[src/rtl/mdma_pkg.sv]
package mdma_pkg;

    typedef enum logic [2:0] {
        PH_IDLE,
        PH_SETUP,
        PH_STROBE,
        PH_RECOV,
        PH_HOLD
    } phase_e;

    localparam int NUM_TIMES = 6;
    localparam int TI_M      = 0;
    localparam int TI_D      = 1;
    localparam int TI_K      = 2;
    localparam int TI_JN     = 3;
    localparam int TI_ON     = 4;
    localparam int TI_OFF    = 5;

endpackage

[src/rtl/mdma_cfg_norm.sv]
module mdma_cfg_norm #(
    parameter int TW = 8,
    parameter int N  = 6
) (
    input  logic [N-1:0][TW-1:0] raw_i,
    output logic [N-1:0][TW-1:0] eff_o
);
    localparam logic [TW-1:0] ONE = {{(TW-1){1'b0}}, 1'b1};

    // a zero count becomes one so every phase spans a clock
    for (genvar g = 0; g < N; g++) begin : g_norm
        assign eff_o[g] = (raw_i[g] == '0) ? ONE : raw_i[g];
    end

endmodule

[src/rtl/mdma_buf_timer.sv]
module mdma_buf_timer #(
    parameter int TW = 8
) (
    input  logic          clk,
    input  logic          rst_n,
    input  logic          ack_n_i,
    input  logic [TW-1:0] on_cnt_i,
    input  logic [TW-1:0] off_cnt_i,
    output logic          buf_en_o
);
    localparam logic [TW-1:0] ONE = {{(TW-1){1'b0}}, 1'b1};

    typedef struct packed {
        logic          prev;
        logic [TW-1:0] cnt;
        logic          tgt;
        logic          en;
    } tmr_t;

    localparam tmr_t TMR_RST = '{prev: 1'b1, cnt: '0, tgt: 1'b0, en: 1'b0};

    tmr_t tmr_d, tmr_q;

    always_comb begin
        tmr_d      = tmr_q;
        tmr_d.prev = ack_n_i;
        if (tmr_q.prev && !ack_n_i) begin
            if (on_cnt_i == ONE) begin
                tmr_d.en  = 1'b1;
                tmr_d.cnt = '0;
            end else begin
                tmr_d.cnt = on_cnt_i - ONE;
                tmr_d.tgt = 1'b1;
            end
        end else if (!tmr_q.prev && ack_n_i) begin
            if (off_cnt_i == ONE) begin
                tmr_d.en  = 1'b0;
                tmr_d.cnt = '0;
            end else begin
                tmr_d.cnt = off_cnt_i - ONE;
                tmr_d.tgt = 1'b0;
            end
        end else if (tmr_q.cnt == ONE) begin
            tmr_d.en  = tmr_q.tgt;
            tmr_d.cnt = '0;
        end else if (tmr_q.cnt != '0) begin
            tmr_d.cnt = tmr_q.cnt - ONE;
        end
    end

    always_ff @(posedge clk or negedge rst_n) begin
        if (!rst_n) tmr_q <= TMR_RST;
        else        tmr_q <= tmr_d;
    end

    assign buf_en_o = tmr_q.en;

    // the enable only turns on from a turn-on countdown begun while acknowledged
    p_buf_rise_in_ack_r9: assert property (@(posedge clk) disable iff (!rst_n)
        $rose(tmr_q.en) |-> $past(!ack_n_i));

endmodule

[src/rtl/mdma_word_fsm.sv]
module mdma_word_fsm
    import mdma_pkg::*;
#(
    parameter int TW    = 8,
    parameter int CNT_W = 16,
    parameter int DW    = 16
) (
    input  logic             clk,
    input  logic             rst_n,
    input  logic             start_i,
    input  logic             dir_rd_i,
    input  logic [CNT_W-1:0] words_i,
    input  logic             dmarq_i,
    input  logic [TW-1:0]    t_m_i,
    input  logic [TW-1:0]    t_d_i,
    input  logic [TW-1:0]    t_k_i,
    input  logic [TW-1:0]    t_jn_i,
    input  logic [DW-1:0]    wr_data_i,
    input  logic             wr_valid_i,
    output logic             wr_ready_o,
    input  logic [DW-1:0]    bus_rd_i,
    output logic [DW-1:0]    bus_wr_o,
    output logic             dmack_n_o,
    output logic             dior_n_o,
    output logic             diow_n_o,
    output logic [DW-1:0]    rd_data_o,
    output logic             rd_valid_o
);
    localparam logic [TW-1:0]    ONE_T = {{(TW-1){1'b0}}, 1'b1};
    localparam logic [CNT_W-1:0] ONE_W = {{(CNT_W-1){1'b0}}, 1'b1};

    typedef struct packed {
        phase_e           phase;
        logic [TW-1:0]    cnt;
        logic [CNT_W-1:0] words;
        logic             is_rd;
        logic             dmack_n;
        logic             dior_n;
        logic             diow_n;
        logic [DW-1:0]    wdata;
        logic [DW-1:0]    rdata;
        logic             rvalid;
    } seq_t;

    localparam seq_t SEQ_RST = '{
        phase: PH_IDLE, cnt: '0, words: '0, is_rd: 1'b0,
        dmack_n: 1'b1, dior_n: 1'b1, diow_n: 1'b1,
        wdata: '0, rdata: '0, rvalid: 1'b0
    };

    seq_t st_d, st_q;
    logic go;
    logic [TW-1:0] hold_cnt;

    assign hold_cnt = (t_k_i >= t_jn_i) ? t_k_i : t_jn_i;

    always_comb begin
        st_d        = st_q;
        st_d.rvalid = 1'b0;
        wr_ready_o  = 1'b0;
        go          = 1'b0;
        unique case (st_q.phase)
            PH_IDLE: begin
                if (start_i && dmarq_i && (words_i != '0)) begin
                    st_d.phase   = PH_SETUP;
                    st_d.cnt     = t_m_i;
                    st_d.words   = words_i;
                    st_d.is_rd   = dir_rd_i;
                    st_d.dmack_n = 1'b0;
                end
            end
            PH_SETUP, PH_RECOV: begin
                if (st_q.cnt > ONE_T) begin
                    st_d.cnt = st_q.cnt - ONE_T;
                end else begin
                    wr_ready_o = dmarq_i && !st_q.is_rd;
                    go         = dmarq_i && (st_q.is_rd || wr_valid_i);
                    if (go) begin
                        st_d.phase = PH_STROBE;
                        st_d.cnt   = t_d_i;
                        if (st_q.is_rd) begin
                            st_d.dior_n = 1'b0;
                        end else begin
                            st_d.diow_n = 1'b0;
                            st_d.wdata  = wr_data_i;
                        end
                    end
                end
            end
            PH_STROBE: begin
                if (st_q.cnt > ONE_T) begin
                    st_d.cnt = st_q.cnt - ONE_T;
                end else begin
                    st_d.dior_n = 1'b1;
                    st_d.diow_n = 1'b1;
                    st_d.words  = st_q.words - ONE_W;
                    if (st_q.is_rd) begin
                        st_d.rdata  = bus_rd_i;
                        st_d.rvalid = 1'b1;
                    end
                    if (st_q.words == ONE_W) begin
                        st_d.phase = PH_HOLD;
                        st_d.cnt   = hold_cnt;
                    end else begin
                        st_d.phase = PH_RECOV;
                        st_d.cnt   = t_k_i;
                    end
                end
            end
            PH_HOLD: begin
                if (st_q.cnt > ONE_T) begin
                    st_d.cnt = st_q.cnt - ONE_T;
                end else begin
                    st_d.dmack_n = 1'b1;
                    st_d.phase   = PH_IDLE;
                end
            end
            default: st_d = SEQ_RST;
        endcase
    end

    always_ff @(posedge clk or negedge rst_n) begin
        if (!rst_n) st_q <= SEQ_RST;
        else        st_q <= st_d;
    end

    assign dmack_n_o  = st_q.dmack_n;
    assign dior_n_o   = st_q.dior_n;
    assign diow_n_o   = st_q.diow_n;
    assign bus_wr_o   = st_q.wdata;
    assign rd_data_o  = st_q.rdata;
    assign rd_valid_o = st_q.rvalid;

    // leaving idle needs a qualified start
    p_start_gate_r2: assert property (@(posedge clk) disable iff (!rst_n)
        (st_q.phase != PH_IDLE && $past(st_q.phase) == PH_IDLE)
            |-> $past(start_i && dmarq_i && (words_i != '0)));

    // strobes live only inside the acknowledge window
    p_strobe_in_ack_r3: assert property (@(posedge clk) disable iff (!rst_n)
        (!st_q.dior_n || !st_q.diow_n) |-> !st_q.dmack_n);

    // hold phase is entered only after the last word
    p_hold_after_last_r6: assert property (@(posedge clk) disable iff (!rst_n)
        (st_q.phase == PH_HOLD) |-> (st_q.words == '0));

    // with the request low and strobes idle, no strobe starts next
    p_pause_r8: assert property (@(posedge clk) disable iff (!rst_n)
        (st_q.dior_n && st_q.diow_n && !dmarq_i) |=> (st_q.dior_n && st_q.diow_n));

    // outgoing word is frozen while the write strobe stays low
    p_wdata_hold_r10: assert property (@(posedge clk) disable iff (!rst_n)
        (!st_q.diow_n && $past(!st_q.diow_n)) |-> $stable(st_q.wdata));

    // never both strobes at once
    p_one_strobe_r11: assert property (@(posedge clk) disable iff (!rst_n)
        !(!st_q.dior_n && !st_q.diow_n));

    // read valid coincides with the read strobe negating
    p_rvalid_on_rise_r11: assert property (@(posedge clk) disable iff (!rst_n)
        st_q.rvalid |-> $rose(st_q.dior_n));

endmodule

[src/rtl/mdma_timing_gen.sv]
module mdma_timing_gen
    import mdma_pkg::*;
#(
    parameter int TW    = 8,
    parameter int CNT_W = 16,
    parameter int DW    = 16
) (
    input  logic             clk,
    input  logic             rst_n,
    input  logic             start_i,
    input  logic             dir_rd_i,
    input  logic [CNT_W-1:0] word_cnt_i,
    input  logic [TW-1:0]    t_m_i,
    input  logic [TW-1:0]    t_d_i,
    input  logic [TW-1:0]    t_k_i,
    input  logic [TW-1:0]    t_jn_i,
    input  logic [TW-1:0]    t_on_i,
    input  logic [TW-1:0]    t_off_i,
    input  logic             dmarq_i,
    input  logic [DW-1:0]    wr_data_i,
    input  logic             wr_valid_i,
    output logic             wr_ready_o,
    input  logic [DW-1:0]    bus_rd_i,
    output logic [DW-1:0]    bus_wr_o,
    output logic             dmack_n_o,
    output logic             dior_n_o,
    output logic             diow_n_o,
    output logic             buf_en_o,
    output logic [DW-1:0]    rd_data_o,
    output logic             rd_valid_o
);
    logic [NUM_TIMES-1:0][TW-1:0] raw_t, eff_t;
    logic ack_n;

    assign raw_t[TI_M]   = t_m_i;
    assign raw_t[TI_D]   = t_d_i;
    assign raw_t[TI_K]   = t_k_i;
    assign raw_t[TI_JN]  = t_jn_i;
    assign raw_t[TI_ON]  = t_on_i;
    assign raw_t[TI_OFF] = t_off_i;

    mdma_cfg_norm #(.TW(TW), .N(NUM_TIMES)) u_norm (
        .raw_i (raw_t),
        .eff_o (eff_t)
    );

    mdma_word_fsm #(.TW(TW), .CNT_W(CNT_W), .DW(DW)) u_fsm (
        .clk        (clk),
        .rst_n      (rst_n),
        .start_i    (start_i),
        .dir_rd_i   (dir_rd_i),
        .words_i    (word_cnt_i),
        .dmarq_i    (dmarq_i),
        .t_m_i      (eff_t[TI_M]),
        .t_d_i      (eff_t[TI_D]),
        .t_k_i      (eff_t[TI_K]),
        .t_jn_i     (eff_t[TI_JN]),
        .wr_data_i  (wr_data_i),
        .wr_valid_i (wr_valid_i),
        .wr_ready_o (wr_ready_o),
        .bus_rd_i   (bus_rd_i),
        .bus_wr_o   (bus_wr_o),
        .dmack_n_o  (ack_n),
        .dior_n_o   (dior_n_o),
        .diow_n_o   (diow_n_o),
        .rd_data_o  (rd_data_o),
        .rd_valid_o (rd_valid_o)
    );

    mdma_buf_timer #(.TW(TW)) u_buf (
        .clk       (clk),
        .rst_n     (rst_n),
        .ack_n_i   (ack_n),
        .on_cnt_i  (eff_t[TI_ON]),
        .off_cnt_i (eff_t[TI_OFF]),
        .buf_en_o  (buf_en_o)
    );

    assign dmack_n_o = ack_n;

endmodule

[config.mk]
export PLATFORM = sky130hd
export DESIGN_NAME = mdma_timing_gen
export DESIGN_NICKNAME = d
export VERILOG_FILES = /design/src/rtl/mdma_pkg.sv /design/src/rtl/mdma_cfg_norm.sv /design/src/rtl/mdma_buf_timer.sv /design/src/rtl/mdma_word_fsm.sv /design/src/rtl/mdma_timing_gen.sv
export SDC_FILE = /design/constraint.sdc
export NUM_CORES = 1
export LEC_CHECK = 0
export ABC_AREA = 1
export BUFFER_PORTS_ARGS = -buffer_cell sky130_fd_sc_hd__buf_2
export CAP_MARGIN = 20
export CORE_AREA = 2 2 109 111
export DETAILED_ROUTE_END_ITERATION = 10
export DIE_AREA = 0 0 111 113
export PLACE_DENSITY_LB_ADDON = 0.12
export SLEW_MARGIN = 5
export SYNTH_ARGS = -nofsm -noshare
export SYNTH_HDL_FRONTEND = slang
export SYNTH_SLANG_ARGS = --single-unit
export TNS_END_PERCENT = 10
[constraint.sdc]
create_clock -name clk -period 1.75 [get_ports clk]
set_input_delay 0.0875 -clock clk [delete_from_list [all_inputs] [get_ports clk]]
set_output_delay 0.0875 -clock clk [all_outputs]
set_load 0.02 [all_outputs]
==> reports/metrics.cfg <==
[synthesis]
synth_compound_area_share_pct=13.2
ys_ff_latch=75
synth_area_per_cell_sq_um=6.97
synthXorXnorAreaFrac_pct=2.89
ys.flop_type=dfrtp_1
synthMuxAreaShare_pct=0
async_reset_ff_share_pct=100
yosysUniqueCellTypes=49
syn_area_sq_mm=0.00546
netlist_instances=783
synth_fa_ha_area_share_pct=4.59
synth_fp_nets=905
synth_simple_gate_area_share_pct=30.7
synth_edf_count=0
ys_seq_area_share_pct=34.5
synth_top_family_by_area=simple AND/OR/NAND/NOR gates
yosysWarnings=0

[sta]
fmax_mhz=522
drv_slew=0
finalHoldViolations=0
worst-slew-pin-transition_ps=453
slew_headroom_pct=69.7
period_share_pct=110
rsz0062_at_grt=yes
setup_viol=35
period_needed_ps=1920
fin_ws_ps=-167
skew_ps=11.1
fin_hold_ws_ps=4.15

[worst_setup_path]
crit_start=u_fsm.st_q[53]
worstRegToRegCells=9
r2r_start=u_fsm.st_q[53]
path_cells=inv_2, ha_4, o21a_4, nand2_8, o21ai_4, o211ai_4, nor2_4, nand3_2, nand2_1
end_kind=flip-flop
crit_end=u_fsm.bus_wr_o[2]
crit_slowest_cell=dfrtp_2
cp.arrival_ps=2180
worst_setup_path_start_kind=flip-flop
path_class=flip-flop to flip-flop
max_stage_delay_ps=430
r2r_end=u_fsm.bus_wr_o[2]
cp_max_fo=8
rrSetupSlack_ps=-170
cp.required_ps=2010

[hold_path]
holdCritPathClass=input port to flip-flop

[pwr]
peakVddDrop_v=0.000876
finalPower_mw=12.4
powerDensity_mw_per_mm2=1600
p_leak_nw=4.12

[route]
drcViolationCount=0
first_iter_violations=472
wl_um=16300
wire_per_inst_um=14.1
num_vias=6037
drtPass1Iterations=6
vias_per_cell=5.22
detail-route-antenna-nets=0

[grt]
grt_pass1_vias=5920
grt_pass1_wl_um=26400
grt.total_usage_pct=25.3
grt_start_max_net_pins=52
grt_overflow=0
antenna_found_initial=0

[cts]
cts_max_level=3
worstSkewPairLatency_ps=330
numCtsBuffers=9
cts_tree=built
numClockSinks=75
clockBufferDepth=2
path_clk_slew_ps=60
root_buffer=clkbuf_16

[die]
die_w_um=111
io_pins=140
fp-row-count=39
fp.coreArea_sq_mm=0.0113
die_h_um=113
die_area_sq_mm=0.0125
start_util_pct=48.4

[layout]
nets=1130
syn_to_final_growth_pct=41.6
drive_gt1_share_pct=32.9
antenna_cells=0

[outcome]
violations=negative setup slack
status=finished with violations

[place]
gp_congestion=0.882
port-buffer-count=139
dp.final_hpwl_um=11300

[run]
maxCapViolCount=0

-- cell families (layout without fill, tap and decap cells) --
| family | Yosys count | in the layout |
|---|---|---|
| AOI/OAI and AO/OA | 124 | 126 |
| xor gates and xnor gates | 18 | 18 |
| adders and majority gates | 20 | 20 |
| buffers and inverters | 166 | 392 |
| DFF | 75 | 75 |
| and+or+nand+nor | 380 | 382 |
-- flip-flops by register name, summed over array words and instances (netlist names) --
register	flops
u_fsm.rd_valid_o	1
u_fsm.rd_data_o	16
u_fsm.dmack_n_o	1
u_buf.tmr_q	10
u_fsm.diow_n_o	1
u_fsm.st_q	28
u_fsm.dior_n_o	1
u_fsm.bus_wr_o	16
u_buf.buf_en_o	1
-- cell usage after synthesis, drive strengths merged, types with 2 or more instances --
master / number / share of area [%]
o31ai: 3 / 0.41
dfrtp: 71 / 33
xnor2: 7 / 1.1
ha: 20 / 4.6
a21oi: 22 / 2.1
nor2: 77 / 6.2
xor2: 11 / 1.8
or2: 3 / 0.34
clkbuf: 11 / 0.76
dfstp: 4 / 1.9
inv: 109 / 7.5
nor3: 13 / 1.3
o211ai: 3 / 0.67
o21bai: 2 / 0.28
nand2: 191 / 13
nand4: 7 / 0.92
a31oi: 6 / 0.69
a21o: 2 / 0.28
o22ai: 4 / 0.46
nand3: 81 / 7.5
buf: 46 / 5.9
o21ai: 74 / 7.1
nor4: 6 / 0.69
-- area by class of cell --
| type | count | area [sq um] |
|---|---|---|
| timing repair buffer | 267 | 1830 |
| multi-input combinational | 546 | 3070 |
| fill | 912 | 3550 |
| inverter | 109 | 423 |
| sequential | 75 | 1880 |
| tap | 143 | 179 |
| clock buffer | 12 | 246 |
| clock inverter | 4 | 97.6 |
-- report_power, final --
| group | switching (mW) | total (mW) | internal, mW |
|---|---|---|---|
| sequential | 0.412 | 2.82 | 2.40 |
| clock | 0.700 | 2.13 | 1.43 |
| combinational | 4.36 | 7.41 | 3.05 |
| total | 5.47 | 12.4 | 6.89 |
-- per-stage QoR --
step	utilization [%]	instances	worst slack, ps	area (sq um)	setup TNS (ps)
4_1_cts	65.8	1146	-67.1	7410	-1210
6_report	68.5	1156	-167	7720	-2160
5_1_grt	68.5	1156	-229	7720	-5310
3_5_place_dp	58.9	1094	-350	6640	-9570
3_3_place_gp	58.9	1094	-169	6640	-3800
2_1_floorplan	-	783	19.4	5460	0
-- placed cells by master (no fill, tap or decap), types with 21 or more instances in the layout --
cell,n
buf_2,137
buf_4,92
nand2_1,177
nand3_1,73
a21oi_1,21
nor2_1,62
inv_1,96
dfrtp_1,69
dlygate4sd3_1,27
o21ai_1,37
o21ai_0,29
-- worst max-delay path: cells and delay by family, from the launching register on --
family	cells	cell delay, ps
flip-flops	1	430
adder cells (fa/ha/maj)	1	150
AND/OR/NAND/NOR	4	590
AO/OA/AOI/OAI	3	600
buffers and inverters	1	90
-- layer usage --
layer	wire, um	up-vias	track usage (%)
li1	-	2965	-
met1	7050	2777	32.3
met2	7840	249	43.8
met3	850	46	3.59
met4	512	0	10.0
met5	0	-	0
-- worst min path at each step --
| stage | start | endpoint | slack (ps) | cells after the start |
|---|---|---|---|---|
| floorplan | rst_n | u_buf.buf_en_o | -210 | 0 |
| global placement | rst_n | u_fsm.bus_wr_o[14] | 30 | 1 |
| detailed placement | rst_n | u_fsm.bus_wr_o[14] | 20 | 1 |
| CTS | bus_rd_i[11] | u_fsm.rd_data_o[11] | 0.09 | 3 |
| global route | bus_rd_i[0] | u_fsm.rd_data_o[0] | 10 | 3 |
| finish | bus_rd_i[11] | u_fsm.rd_data_o[11] | 4 | 3 |
-- what timing repair did --
| action | CTS | global route |
|---|---|---|
| hold endpoints to repair | 50 | 0 |
| hold buffers | 27 | 0 |
| gates resized for setup | 29 | 74 |
| pin swaps | 7 | 16 |
| endpoints found under the setup margin | 58 | 71 |
| gates cloned | 4 | 1 |
| setup buffers | 5 | 10 |
No activity file was read; power rests on OpenSTA's default activity.
